[config.mk]
export PLATFORM = sky130hd
export DESIGN_NAME = dsd_gap_filler
export DESIGN_NICKNAME = d
export VERILOG_FILES = /design/src/rtl/dsd_gap_pkg.sv /design/src/rtl/dgf_edge_watch.sv /design/src/rtl/dgf_prescale.sv /design/src/rtl/dgf_timeout.sv /design/src/rtl/dsd_gap_filler.sv
export SDC_FILE = /design/constraint.sdc
export NUM_CORES = 1
export LEC_CHECK = 0
export BUFFER_PORTS_ARGS = -buffer_cell sky130_fd_sc_hd__buf_2
export CAP_MARGIN = 20
export CORE_UTILIZATION = 35
export DETAILED_ROUTE_END_ITERATION = 12
export PLACE_DENSITY = 0.51
export RECOVER_POWER = 50
export SETUP_SLACK_MARGIN = 0.5
export SLEW_MARGIN = 20
export SYNTH_ARGS = -nofsm -noshare
export SYNTH_HDL_FRONTEND = slang
export SYNTH_SLANG_ARGS = --single-unit
[constraint.sdc]
create_clock -name clk_i -period 1.7 [get_ports clk_i]
set_input_delay 0.17 -clock clk_i [delete_from_list [all_inputs] [get_ports clk_i]]
set_output_delay 0.17 -clock clk_i [all_outputs]
set_load 0.05 [all_outputs]
[src/rtl/dsd_gap_pkg.sv]
package dsd_gap_pkg;
  localparam int unsigned DEF_LIMIT = 196;
  localparam int unsigned DEF_DIV   = 2;
endpackage

[src/rtl/dgf_edge_watch.sv]
module dgf_edge_watch (
  input  logic clk_i,
  input  logic rst_ni,
  input  logic l_i,
  input  logic r_i,
  output logic l_q_o,
  output logic r_q_o,
  output logic edge_o
);
  logic l_prev;

  always_ff @(posedge clk_i) begin
    if (!rst_ni) begin
      l_q_o  <= 1'b0;
      r_q_o  <= 1'b0;
      l_prev <= 1'b0;
    end else begin
      l_q_o  <= l_i;
      r_q_o  <= r_i;
      l_prev <= l_q_o;
    end
  end

  // either polarity restarts the timeout
  assign edge_o = l_q_o ^ l_prev;
endmodule

[src/rtl/dgf_prescale.sv]
module dgf_prescale #(
  parameter int unsigned DIV = 2
) (
  input  logic clk_i,
  input  logic rst_ni,
  output logic tick_o,
  output logic phase_o
);
  localparam int unsigned PW = (DIV > 2) ? $clog2(DIV) : 1;
  localparam logic [PW-1:0] LAST = PW'(DIV - 1);
  localparam logic [PW-1:0] HALF = PW'(DIV / 2);

  logic [PW-1:0] pre;

  generate
    if (DIV == 2) begin : g_toggle
      always_ff @(posedge clk_i) begin
        if (!rst_ni) pre <= '0;
        else         pre <= ~pre;
      end
    end else begin : g_count
      always_ff @(posedge clk_i) begin
        if (!rst_ni)          pre <= '0;
        else if (pre == LAST) pre <= '0;
        else                  pre <= pre + 1'b1;
      end
    end
  endgenerate

  assign tick_o  = (pre == LAST);
  assign phase_o = (pre < HALF);
endmodule

[src/rtl/dgf_timeout.sv]
module dgf_timeout #(
  parameter int unsigned LIMIT = 196,
  localparam int unsigned CW   = $clog2(LIMIT + 1)
) (
  input  logic          clk_i,
  input  logic          rst_ni,
  input  logic          restart_i,
  input  logic          tick_i,
  output logic [CW-1:0] cnt_o,
  output logic          lost_o
);
  localparam logic [CW-1:0] TOP = CW'(LIMIT);

  always_ff @(posedge clk_i) begin
    if (!rst_ni)                    cnt_o <= TOP;
    else if (restart_i)             cnt_o <= '0;
    else if (tick_i && cnt_o != TOP) cnt_o <= cnt_o + 1'b1;
  end

  assign lost_o = (cnt_o == TOP);
endmodule

[src/rtl/dsd_gap_filler.sv]
module dsd_gap_filler #(
  parameter int unsigned LIMIT = dsd_gap_pkg::DEF_LIMIT,
  parameter int unsigned DIV   = dsd_gap_pkg::DEF_DIV
) (
  input  logic clk_i,
  input  logic rst_ni,
  input  logic dsd_l_i,
  input  logic dsd_r_i,
  output logic dsd_l_o,
  output logic dsd_r_o,
  output logic fill_o
);
  localparam int unsigned CW = $clog2(LIMIT + 1);

  logic          l_q, r_q, l_edge, tick, phase, lost, sel;
  logic [CW-1:0] tmo_cnt;

  dgf_edge_watch u_in (
    .clk_i (clk_i), .rst_ni (rst_ni), .l_i (dsd_l_i), .r_i (dsd_r_i),
    .l_q_o (l_q), .r_q_o (r_q), .edge_o (l_edge)
  );

  dgf_prescale #(.DIV(DIV)) u_div (
    .clk_i (clk_i), .rst_ni (rst_ni), .tick_o (tick), .phase_o (phase)
  );

  dgf_timeout #(.LIMIT(LIMIT)) u_tmo (
    .clk_i (clk_i), .rst_ni (rst_ni), .restart_i (l_edge), .tick_i (tick),
    .cnt_o (tmo_cnt), .lost_o (lost)
  );

  // a fresh transition overrides the saturated count in the same cycle
  assign sel = lost & ~l_edge;

  always_ff @(posedge clk_i) begin
    if (!rst_ni) begin
      dsd_l_o <= 1'b0;
      dsd_r_o <= 1'b0;
      fill_o  <= 1'b1;
    end else begin
      dsd_l_o <= sel ? phase : l_q;
      dsd_r_o <= sel ? phase : r_q;
      fill_o  <= sel;
    end
  end
endmodule

==> run_results.csv, run 1 <==
group,metric,value,unit
power,seqPwrFrac,52.8,%
clocking,root_buffer,"clkbuf_4",
synthesis,synth_edf_count,0,
clocking,clockBufferDepth,2,
power,share_comb_of_total_power,18.4,%
synthesis,dominantRegCellSynth,"dfxtp_1",
hold_path,hold_path_class,"in2reg",
global_routing,globalRouteOverflowTotal,0,
placement,hpwl,912,µm
cells_and_area,syn_to_final_growth,26.2,%
timing,slew_violations,0,
power,power,0.000746,W
floorplan,die_h,45.5,µm
cells_and_area,drive_above_1_share,34.6,%
power,irDropWorstVdd,0.548,mV
clocking,cts_max_level,1,
synthesis,ys_top_cells_by_area,"dfxtp_1 45%, nand3_1 6.8%, and2_1 3.8%",
clocking,ctsHoldBuffers,0,
setup_path,crit_fanout,6,
cells_and_area,finalNonFillerCells,106,
drt,firstDrtPassIters,4,
clocking,cts_tree,"yes",
setup_path,path_buf_inv,1,
timing,max_freq,702,MHz
drt,wl_per_cell,13.2,µm
global_routing,antenna_found_initial,0,
floorplan,start_util,38.0,%
power,p_sw,0.000232,W
cells_and_area,final_util,48.0,%
timing,tns,0,ns
cells_and_area,diodes,0,
clocking,cts_buffers,3,
timing,setup_viol,0,
setup_path,cpMaxStageDelayCell,"dfxtp_4",
synthesis,yosysUniqueCellTypes,28,
timing,clock_skew,0.00165,ns
synthesis,yosys.area.top_type,"dfxtp_1",
synthesis,yosysWarningCount,0,
cells_and_area,regArea,310,µm²
timing,finalCriticalPeriod,1.42,ns
global_routing,grt_pass1_vias,497,
timing,fin_crit_sh,83.8,%
clocking,cts_sinks,15,
drt,vias,554,
placement,port_buffers,6,
setup_path,worst-endpoint-required,1.89,ns
setup_path,path_class,"reg2reg",
global_routing,grt_max_degree,16,
synthesis,syn_nets,74,
timing,rsz0062_at_grt,"true",
floorplan,core.rowCount,15,
drt,antenna_left,0,
cells_and_area,multi_input_area,403,µm²
power,internal_power,0.000515,W
setup_path,max_stage_delay,0.38,ns
synthesis,synth-seq-cells,15,
clocking,clk_pin_slew,0.10,ns
cells_and_area,finalNetCount,88,
synthesis,syn_area,663,µm²
floorplan,die_width,45.5,µm
floorplan,design.die.area,0.00207,mm²
power,p_sw_share,31.1,%
power,power_density,892,mW/mm²
synthesis,synthCells,68,
floorplan,core,0.00175,mm²
cells_and_area,fillCellCount,166,
timing,hold_slack,0.0811,ns
setup_path,cp-end-kind,"register",
timing,tightest_slew,0.626,ns
setup_path,path_delay_family,"simple AND/OR/NAND/NOR gates",
drt,wirelength,1400,µm
placement,dp.cells,99,
clocking,clk_latency,0.29,ns
drt,drt-initial-drc-count,5,
setup_path,cp-start-kind,"register",
run_status,status,"finished, final reports clean",
global_routing,grt_usage,16.1,%
floorplan,io_pins,7,
drt,drc_errors,0,
flow_run,maxCapViolCount,0,
timing,finalHoldViolCount,0,
synthesis,postSynthAreaPerCell,9.75,µm²
timing,slew_headroom,58.3,%
drt,post_drt_via_cell_ratio,5.23,
synthesis,async_flop_share,0,%
power,leakage,0.303,nW
synthesis,synth_top_area_share,45.3,%
global_routing,grt_pass1_wl,2290,µm
placement,gp_congestion,0.744,
setup_path,path_cells,"inv_4 > ha_4 > and4bb_1 > nand3_4 > mux2_4",
synthesis,synth_seq_area_share,45.3,%
power,pwr-share-clk,28.7,%
setup_path,arrival,1.61,ns
==> power groups by stage <==
stage                     registers [W]  clock network [W]   logic, W
after CTS                      0.000394           0.000214   0.000135
after floorplan                0.000426                  0  0.0000648
final                          0.000394           0.000214   0.000138
after global routing           0.000398           0.000230   0.000151
after global placement         0.000401                  0   0.000121
after detailed placement       0.000401                  0   0.000123
==> cells in the final DEF, fill, tap and decap left out, types with 2 or more instances in the layout <==
master    n
buf_2     2
and2_1    3
clkbuf_1  4
clkbuf_4  3
nand3_1   7
nand4_1   2
buf_4     4
o211ai_1  2
mux2i_1   2
or4_1     2
xor2_1    2
a21oi_1   3
nand2_1   4
dfxtp_1   9
nor2_1    2
dfxtp_2   5
==> per-layer routing <==
layer / track usage, % / up-vias / share of wire [%]
li1: - / 274 / -
met1: 21.1 / 263 / 46
met2: 23.4 / 12 / 47
met3: 3.57 / 5 / 4.4
met4: 10.9 / 0 / 2.8
met5: 0 / - / 0
==> per-stage QoR <==
step / worst slack, ns / instance area, µm²
floorplan: 0.408 / 674
global placement: 0.362 / 739
detailed placement: 0.336 / 739
CTS: 0.347 / 807
global route: 0.213 / 837
finish: 0.275 / 837
==> worst paths after layout <==
kind / start / slack, ns / end / cells after the start
worst min register to register: u_tmo.cnt_o[0]$_SDFFE_PP0P_ / 0.50 / u_tmo.cnt_o[0]$_SDFFE_PP0P_ / 2
worst max register to register: u_tmo.cnt_o[1]$_SDFFE_PP0P_ / 0.28 / dsd_r_o$_SDFF_PN0_ / 5
worst max-delay path: u_tmo.cnt_o[1]$_SDFFE_PP0P_ / 0.28 / dsd_r_o$_SDFF_PN0_ / 5
worst min-delay path: dsd_r_i / 0.08 / u_in.r_q_o$_SDFF_PN0_ / 2
==> state kept, by name, summed over array words and instances, names as in the netlist <==
register	cells
u_tmo.cnt_o	8
u_in.l_prev	1
dsd_l_o	1
u_in.r_q_o	1
u_div.tick_o	1
fill_o	1
u_in.l_q_o	1
dsd_r_o	1
==> synthesized netlist by cell type (all sizes together) (2+ instances only) <==
library cell	n
mux2i	2
nand2	4
ha	2
or4	2
dfxtp	15
nand3	9
nor2	2
xor2	2
o211ai	2
and2	4
nand4	3
a21oi	4
inv	2
a21boi	3
==> cell type report <==
type	instances	area share (%)
Clock buffer	3	2.69
Inverter	2	1.20
Timing Repair Buffer	10	6.58
Tap cell	25	3.74
Multi-Input combinational cell	50	48.1
Clock inverter	1	0.598
Sequential cell	15	37.1
==> timing repair <==
action	4_1_cts	5_1_grt
endpoints found under the hold margin	0	0
setup endpoints to repair	9	9
setup buffers	3	0
gates resized for setup	4	16
pin swaps	3	6
==> cell families (layout without fill, tap and decap cells) <==
group / after synthesis / count (layout) / share of synthesized area (%)
xor gates and xnor gates: 3 / 3 / 5.10
DFF: 15 / 15 / 45.3
and+or+nand+nor: 29 / 29 / 26.2
AOI/OAI and AO/OA: 13 / 13 / 13.2
adders and majority gates: 2 / 2 / 3.77
muxes: 3 / 3 / 4.72
buffers and inverters: 3 / 16 / 1.70
(Power assumes the default switching activity.)
==> run 2, diff against run 1 <==
--- a/config.mk
+++ b/config.mk
@@ -9,7 +9,7 @@
 export CAP_MARGIN = 20
 export CORE_UTILIZATION = 35
 export DETAILED_ROUTE_END_ITERATION = 12
-export PLACE_DENSITY = 0.51
+export PLACE_DENSITY = 0.53
 export RECOVER_POWER = 50
 export SETUP_SLACK_MARGIN = 0.5
 export SLEW_MARGIN = 20
==> constraint.sdc (replaced) <==
create_clock -name clk_i -period 1.2 [get_ports clk_i]
set_input_delay 0.12 -clock clk_i [delete_from_list [all_inputs] [get_ports clk_i]]
set_output_delay 0.12 -clock clk_i [all_outputs]
set_load 0.05 [all_outputs]
==> run 2 against run 1 <==
Compared with the run above:
- global-route usage rose by 0.44 points
- critical path type unchanged
- sequential power rose by 42%
- sequential share of layout area fell by 6.6 points
- non-clock buffer count rose by 16
- critical endpoint unchanged
- wire length rose by 7.9%
- critical path depth did not move
- the flow now finishes with violations (setup timing)
- design area rose by 24%
- highest routed layer unchanged
==> run_results.csv, run 2 (synthesis gave the netlist of run 1 again) <==
group,metric,value,unit
run_status,status,"finished, violations left",
run_status,failed_checks,"setup timing",
cells_and_area,final_common_cell,"buf_4",
cells_and_area,syn_to_final_growth,56.8,%
timing,tightest_slew,0.579,ns
clocking,cts_buffers,3,
drt,firstDrtPassIters,4,
clocking,root_buffer,"clkbuf_4",
setup_path,crit_fanout,6,
timing,hold_slack,0.0381,ns
setup_path,cpMaxStageDelayCell,"dfxtp_2",
global_routing,grt_max_degree,16,
timing,fin_crit_sh,108,%
floorplan,die_h,45.5,µm
setup_path,worst-endpoint-required,1.37,ns
drt,vias,608,
cells_and_area,layout.cells.most_common_list,"15 x buf_4, 10 x dfxtp_2, 7 x nand3_1",
clocking,clk_pin_slew,0.09,ns
floorplan,core,0.00175,mm²
floorplan,die_width,45.5,µm
clocking,clk_latency,0.28,ns
global_routing,antenna_found_initial,0,
cells_and_area,finalNetCount,104,
cells_and_area,final_util,59.6,%
setup_path,path_class,"reg2reg",
timing,slew_violations,0,
clocking,cts_max_level,1,
setup_path,cp-start-kind,"register",
placement,gp_congestion,0.757,
setup_path,max_stage_delay,0.33,ns
timing,tns,-0.425,ns
timing,rsz0062_at_grt,"true",
cells_and_area,largest_reg_flops,8,
timing,clock_skew,0.00306,ns
clocking,cts_sinks,15,
setup_path,path_cells,"inv_2 > ha_4 > and4bb_4 > nand3_4 > mux2_4",
setup_path,cp-end-kind,"register",
setup_path,arrival,1.47,ns
timing,finalHoldViolCount,0,
clocking,cts_tree,"yes",
power,leakage,0.407,nW
power,power_density,1090,mW/mm²
flow_run,maxCapViolCount,0,
global_routing,globalRouteOverflowTotal,0,
drt,wirelength,1510,µm
drt,drc_errors,0,
setup_path,path_delay_family,"simple AND/OR/NAND/NOR gates",
placement,hpwl,968,µm
floorplan,start_util,38.0,%
floorplan,io_pins,7,
global_routing,grt_usage,16.6,%
placement,port_buffers,6,
hold_path,hold_path_class,"in2reg",
global_routing,use_met3,5.95,%
cells_and_area,top_register,"u_tmo.cnt_o",
timing,slew_headroom,61.4,%
drt,antenna_left,0,
clocking,ctsHoldBuffers,0,
global_routing,top_usage_layer,"met2",
power,irDropWorstVdd,0.735,mV
drt,wl_per_cell,12.4,µm
drt,post_drt_via_cell_ratio,4.98,
drt,drt-initial-drc-count,5,
timing,setup_viol,8,
global_routing,grt_pass1_wl,2400,µm
timing,worst_slack,-0.0984,ns
timing,max_freq,770,MHz
clocking,clockBufferDepth,2,
setup_path,path_buf_inv,1,
cells_and_area,drive_above_1_share,53.6,%
global_routing,met2_usage,26.9,%
cells_and_area,diodes,0,
floorplan,core.rowCount,15,
timing,finalCriticalPeriod,1.30,ns
global_routing,grt_pass1_vias,528,
floorplan,design.die.area,0.00207,mm²
global_routing,grtUsageMet1,20.9,%
[run 2: cell types whose count changed in the layout (fill, tap and decap cells not counted), moves of 2 or more]
cell,before,now
clkbuf_1,4,2
buf_6,0,5
dfxtp_1,9,4
buf_4,4,15
dfxtp_2,5,10
buf_8,0,3
[run 2: worst register-to-register path: stages, from the launching register on]
cell and delay, ns:
dfxtp_2 0.33, inv_2 0.07, ha_4 0.12, and4bb_4 0.29
nand3_4 0.08, mux2_4 0.29
[run 2: worst paths after layout]
kind | slack, ns | depth (start not counted) | from | end
worst min register to register | 0.51 | 1 | u_in.l_q_o$_SDFF_PN0_ | u_in.l_prev$_SDFF_PN0_
worst max-delay path | -0.1 | 5 | u_tmo.cnt_o[0]$_SDFFE_PP0P_ | dsd_r_o$_SDFF_PN0_
worst max register to register | -0.1 | 5 | u_tmo.cnt_o[0]$_SDFFE_PP0P_ | dsd_r_o$_SDFF_PN0_
worst min-delay path | 0.04 | 2 | dsd_l_i | u_in.l_q_o$_SDFF_PN0_
[run 2: power by group]
group / switching, W / leakage, nW / total (W) / internal [W]
sequential: 0.0000258 / 0.128 / 0.000559 / 0.000533
combinational: 0.000143 / 0.264 / 0.000289 / 0.000146
clock: 0.000155 / 0.0150 / 0.000284 / 0.000129
[run 2: area by class of cell]
| type | instances | area, µm² |
|---|---|---|
| tap | 25 | 31.3 |
| multi-input combinational | 50 | 430 |
| sequential | 15 | 317 |
| fill | 154 | 706 |
| clock buffer | 4 | 26.3 |
| inverter | 2 | 7.51 |
| timing repair buffer | 26 | 228 |
[run 2: repair_timing]
item                                    CTS  global route
endpoints found under the setup margin   15            15
resized for setup                        23             9
setup buffers                             5             1
pin swaps                                 7             2
[run 2: metrics by stage]
stage	instances	setup slack (ns)	power (W)	cell area, µm²
2_1_floorplan	68	-0.0921	0.000699	681
3_3_place_gp	112	-0.118	0.000760	843
3_5_place_dp	112	-0.178	0.000761	843
4_1_cts	121	-0.0844	0.00114	1010
5_1_grt	122	-0.150	0.00119	1040
6_report	122	-0.0984	0.00113	1040
[run 2: layer usage]
metal  wire [µm]  vias up
li1            -      313
met1         717      284
met2         729        9
met3          50        2
met4          12        0
met5           0        -
==> run 3, diff against run 2 <==
--- a/config.mk
+++ b/config.mk
@@ -9,6 +9,7 @@
 export CAP_MARGIN = 20
 export CORE_UTILIZATION = 35
 export DETAILED_ROUTE_END_ITERATION = 12
+export GPL_TIMING_DRIVEN = 0
 export PLACE_DENSITY = 0.53
 export RECOVER_POWER = 50
 export SETUP_SLACK_MARGIN = 0.5
==> run 3 against run 2 <==
Compared with the run above:
- first-iteration DRC count increased by 140%
- the run still ends with setup timing left
- hold slack lost 0.0055 ns
- count of clock-buffer cells in the layout is 1 lower
- fmax shrank 1.6%
- die area is the same
- critical path type unchanged
- via count down 1.6%
- global-route usage shrank 0.60 points
==> run_results.csv, run 3 (synthesis gave the netlist of run 1 again) <==
group,metric,value,unit
drt,vias,598,
drt,post_drt_via_cell_ratio,5.20,
floorplan,die_h,45.5,µm
global_routing,grtUsageMet1,20.6,%
cells_and_area,syn_to_final_growth,51.9,%
drt,wirelength,1440,µm
clocking,clockBufferDepth,2,
setup_path,worst-endpoint-required,1.39,ns
setup_path,path_cells,"inv_4 > ha_4 > and4bb_4 > nand3_4 > mux2_4",
global_routing,grt_pass1_wl,2350,µm
drt,drc_errors,0,
cells_and_area,finalNetCount,97,
global_routing,grt_pass1_vias,527,
power,p_sw_share,30.0,%
global_routing,grt_max_degree,11,
placement,hpwl,899,µm
floorplan,die_width,45.5,µm
hold_path,hold_path_class,"in2reg",
setup_path,path_class,"reg2reg",
clocking,cts_tree,"yes",
timing,fin_crit_sh,110,%
cells_and_area,final_util,57.7,%
drt,antenna_left,0,
timing,worst_slack,-0.119,ns
floorplan,core,0.00175,mm²
clocking,cts_max_level,1,
power,share_comb_of_total_power,25.2,%
setup_path,cp-start-kind,"register",
global_routing,globalRouteOverflowTotal,0,
timing,slew_headroom,71.6,%
flow_run,maxCapViolCount,0,
timing,finalCriticalPeriod,1.32,ns
drt,wl_per_cell,12.5,µm
setup_path,cp-end-kind,"register",
floorplan,io_pins,7,
setup_path,cpMaxStageDelayCell,"dfxtp_4",
global_routing,use_met3,5.95,%
cells_and_area,diodes,0,
global_routing,antenna_found_initial,0,
global_routing,grt_usage,16.0,%
floorplan,core.rowCount,15,
placement,port_buffers,6,
power,irDropWorstVdd,0.876,mV
timing,finalHoldViolCount,0,
setup_path,max_stage_delay,0.37,ns
run_status,failed_checks,"setup timing",
power,seqPwrFrac,49.5,%
timing,tightest_slew,0.426,ns
setup_path,path_buf_inv,1,
power,leakage,0.371,nW
cells_and_area,layout.cells.most_common_list,"9 x buf_4, 7 x dfxtp_1, 6 x nand3_1",
clocking,root_buffer,"clkbuf_4",
setup_path,arrival,1.50,ns
cells_and_area,largest_reg_flops,8,
setup_path,crit_fanout,6,
global_routing,met2_usage,25.1,%
power,p_sw,0.000344,W
cells_and_area,final_common_cell,"buf_4",
cells_and_area,top_register,"u_tmo.cnt_o",
power,internal_power,0.000802,W
global_routing,top_usage_layer,"met2",
power,power_density,1140,mW/mm²
floorplan,design.die.area,0.00207,mm²
timing,slew_violations,0,
timing,setup_viol,9,
drt,drt-initial-drc-count,12,
setup_path,path_delay_family,"simple AND/OR/NAND/NOR gates",
drt,firstDrtPassIters,4,
run_status,status,"finished, violations left",
power,pwr-share-clk,25.4,%
placement,preCtsSetupSlack,-0.219,ns
clocking,cts_buffers,3,
timing,hold_slack,0.0326,ns
clocking,cts_sinks,15,
placement,gp_congestion,0.753,
floorplan,start_util,38.0,%
timing,clock_skew,0.00860,ns
cells_and_area,drive_above_1_share,50.0,%
clocking,clk_pin_slew,0.10,ns
clocking,clk_latency,0.28,ns
timing,rsz0062_at_grt,"true",
timing,max_freq,758,MHz
-- run 3: cell types whose count changed in the layout (fill, tap and decap cells not counted), moves of 3 or more --
cell     change
buf_4        -6
dfxtp_1      +3
dfxtp_2      -6
dfxtp_4      +3
-- run 3: metrics by stage --
step / std cells / area [µm²] / TNS [ns] / power, W
global placement: 99 / 742 / -1.01 / 0.000739
finish: 115 / 1010 / -0.709 / 0.00115
detailed placement: 99 / 742 / -1.03 / 0.000742
CTS: 110 / 905 / -0.636 / 0.00110
floorplan: 68 / 681 / -0.382 / 0.000699
global route: 115 / 1010 / -1.16 / 0.00121
-- run 3: layout make-up --
class                      instances  area (µm²)
clock inverter                     1        5.00
clock buffer                       3        22.5
multi-input combinational         50         458
buffer                             1        3.75
fill                             157         738
inverter                           2        10.0
tap                               25        31.3
timing repair buffer              18         156
sequential                        15         320
-- run 3: worst paths after layout --
| kind | start | endpoint | slack, ns | cells past startpoint |
|---|---|---|---|---|
| setup / recovery | u_tmo.cnt_o[0]$_SDFFE_PP0P_ | dsd_r_o$_SDFF_PN0_ | -0.12 | 5 |
| hold reg to reg | u_tmo.cnt_o[3]$_SDFFE_PP0P_ | u_tmo.cnt_o[3]$_SDFFE_PP0P_ | 0.51 | 2 |
| hold / removal | dsd_r_i | u_in.r_q_o$_SDFF_PN0_ | 0.03 | 2 |
| setup reg to reg | u_tmo.cnt_o[0]$_SDFFE_PP0P_ | dsd_r_o$_SDFF_PN0_ | -0.12 | 5 |
-- run 3: timing repair --
item                       in CTS  in global routing
setup endpoints to repair      15                 15
gates resized for setup        20                 15
buffers inserted                7                  5
pin swaps                       4                  9
hold buffers                    0                  0
-- run 3: layer usage --
metal  vias up  wire length (µm)
met1       294               649
met4         0                12
met2         7               738
met3         2                36
met5         -                 0
li1        295                 -
-- run 3: power by group through the flow --
stage	Sequential, W	Clock, W	Combinational (W)
floorplan	0.000607	0	0.0000918
global placement	0.000569	0	0.000170
detailed placement	0.000571	0	0.000171
CTS	0.000564	0.000301	0.000240
global route	0.000572	0.000330	0.000308
finish	0.000567	0.000291	0.000288
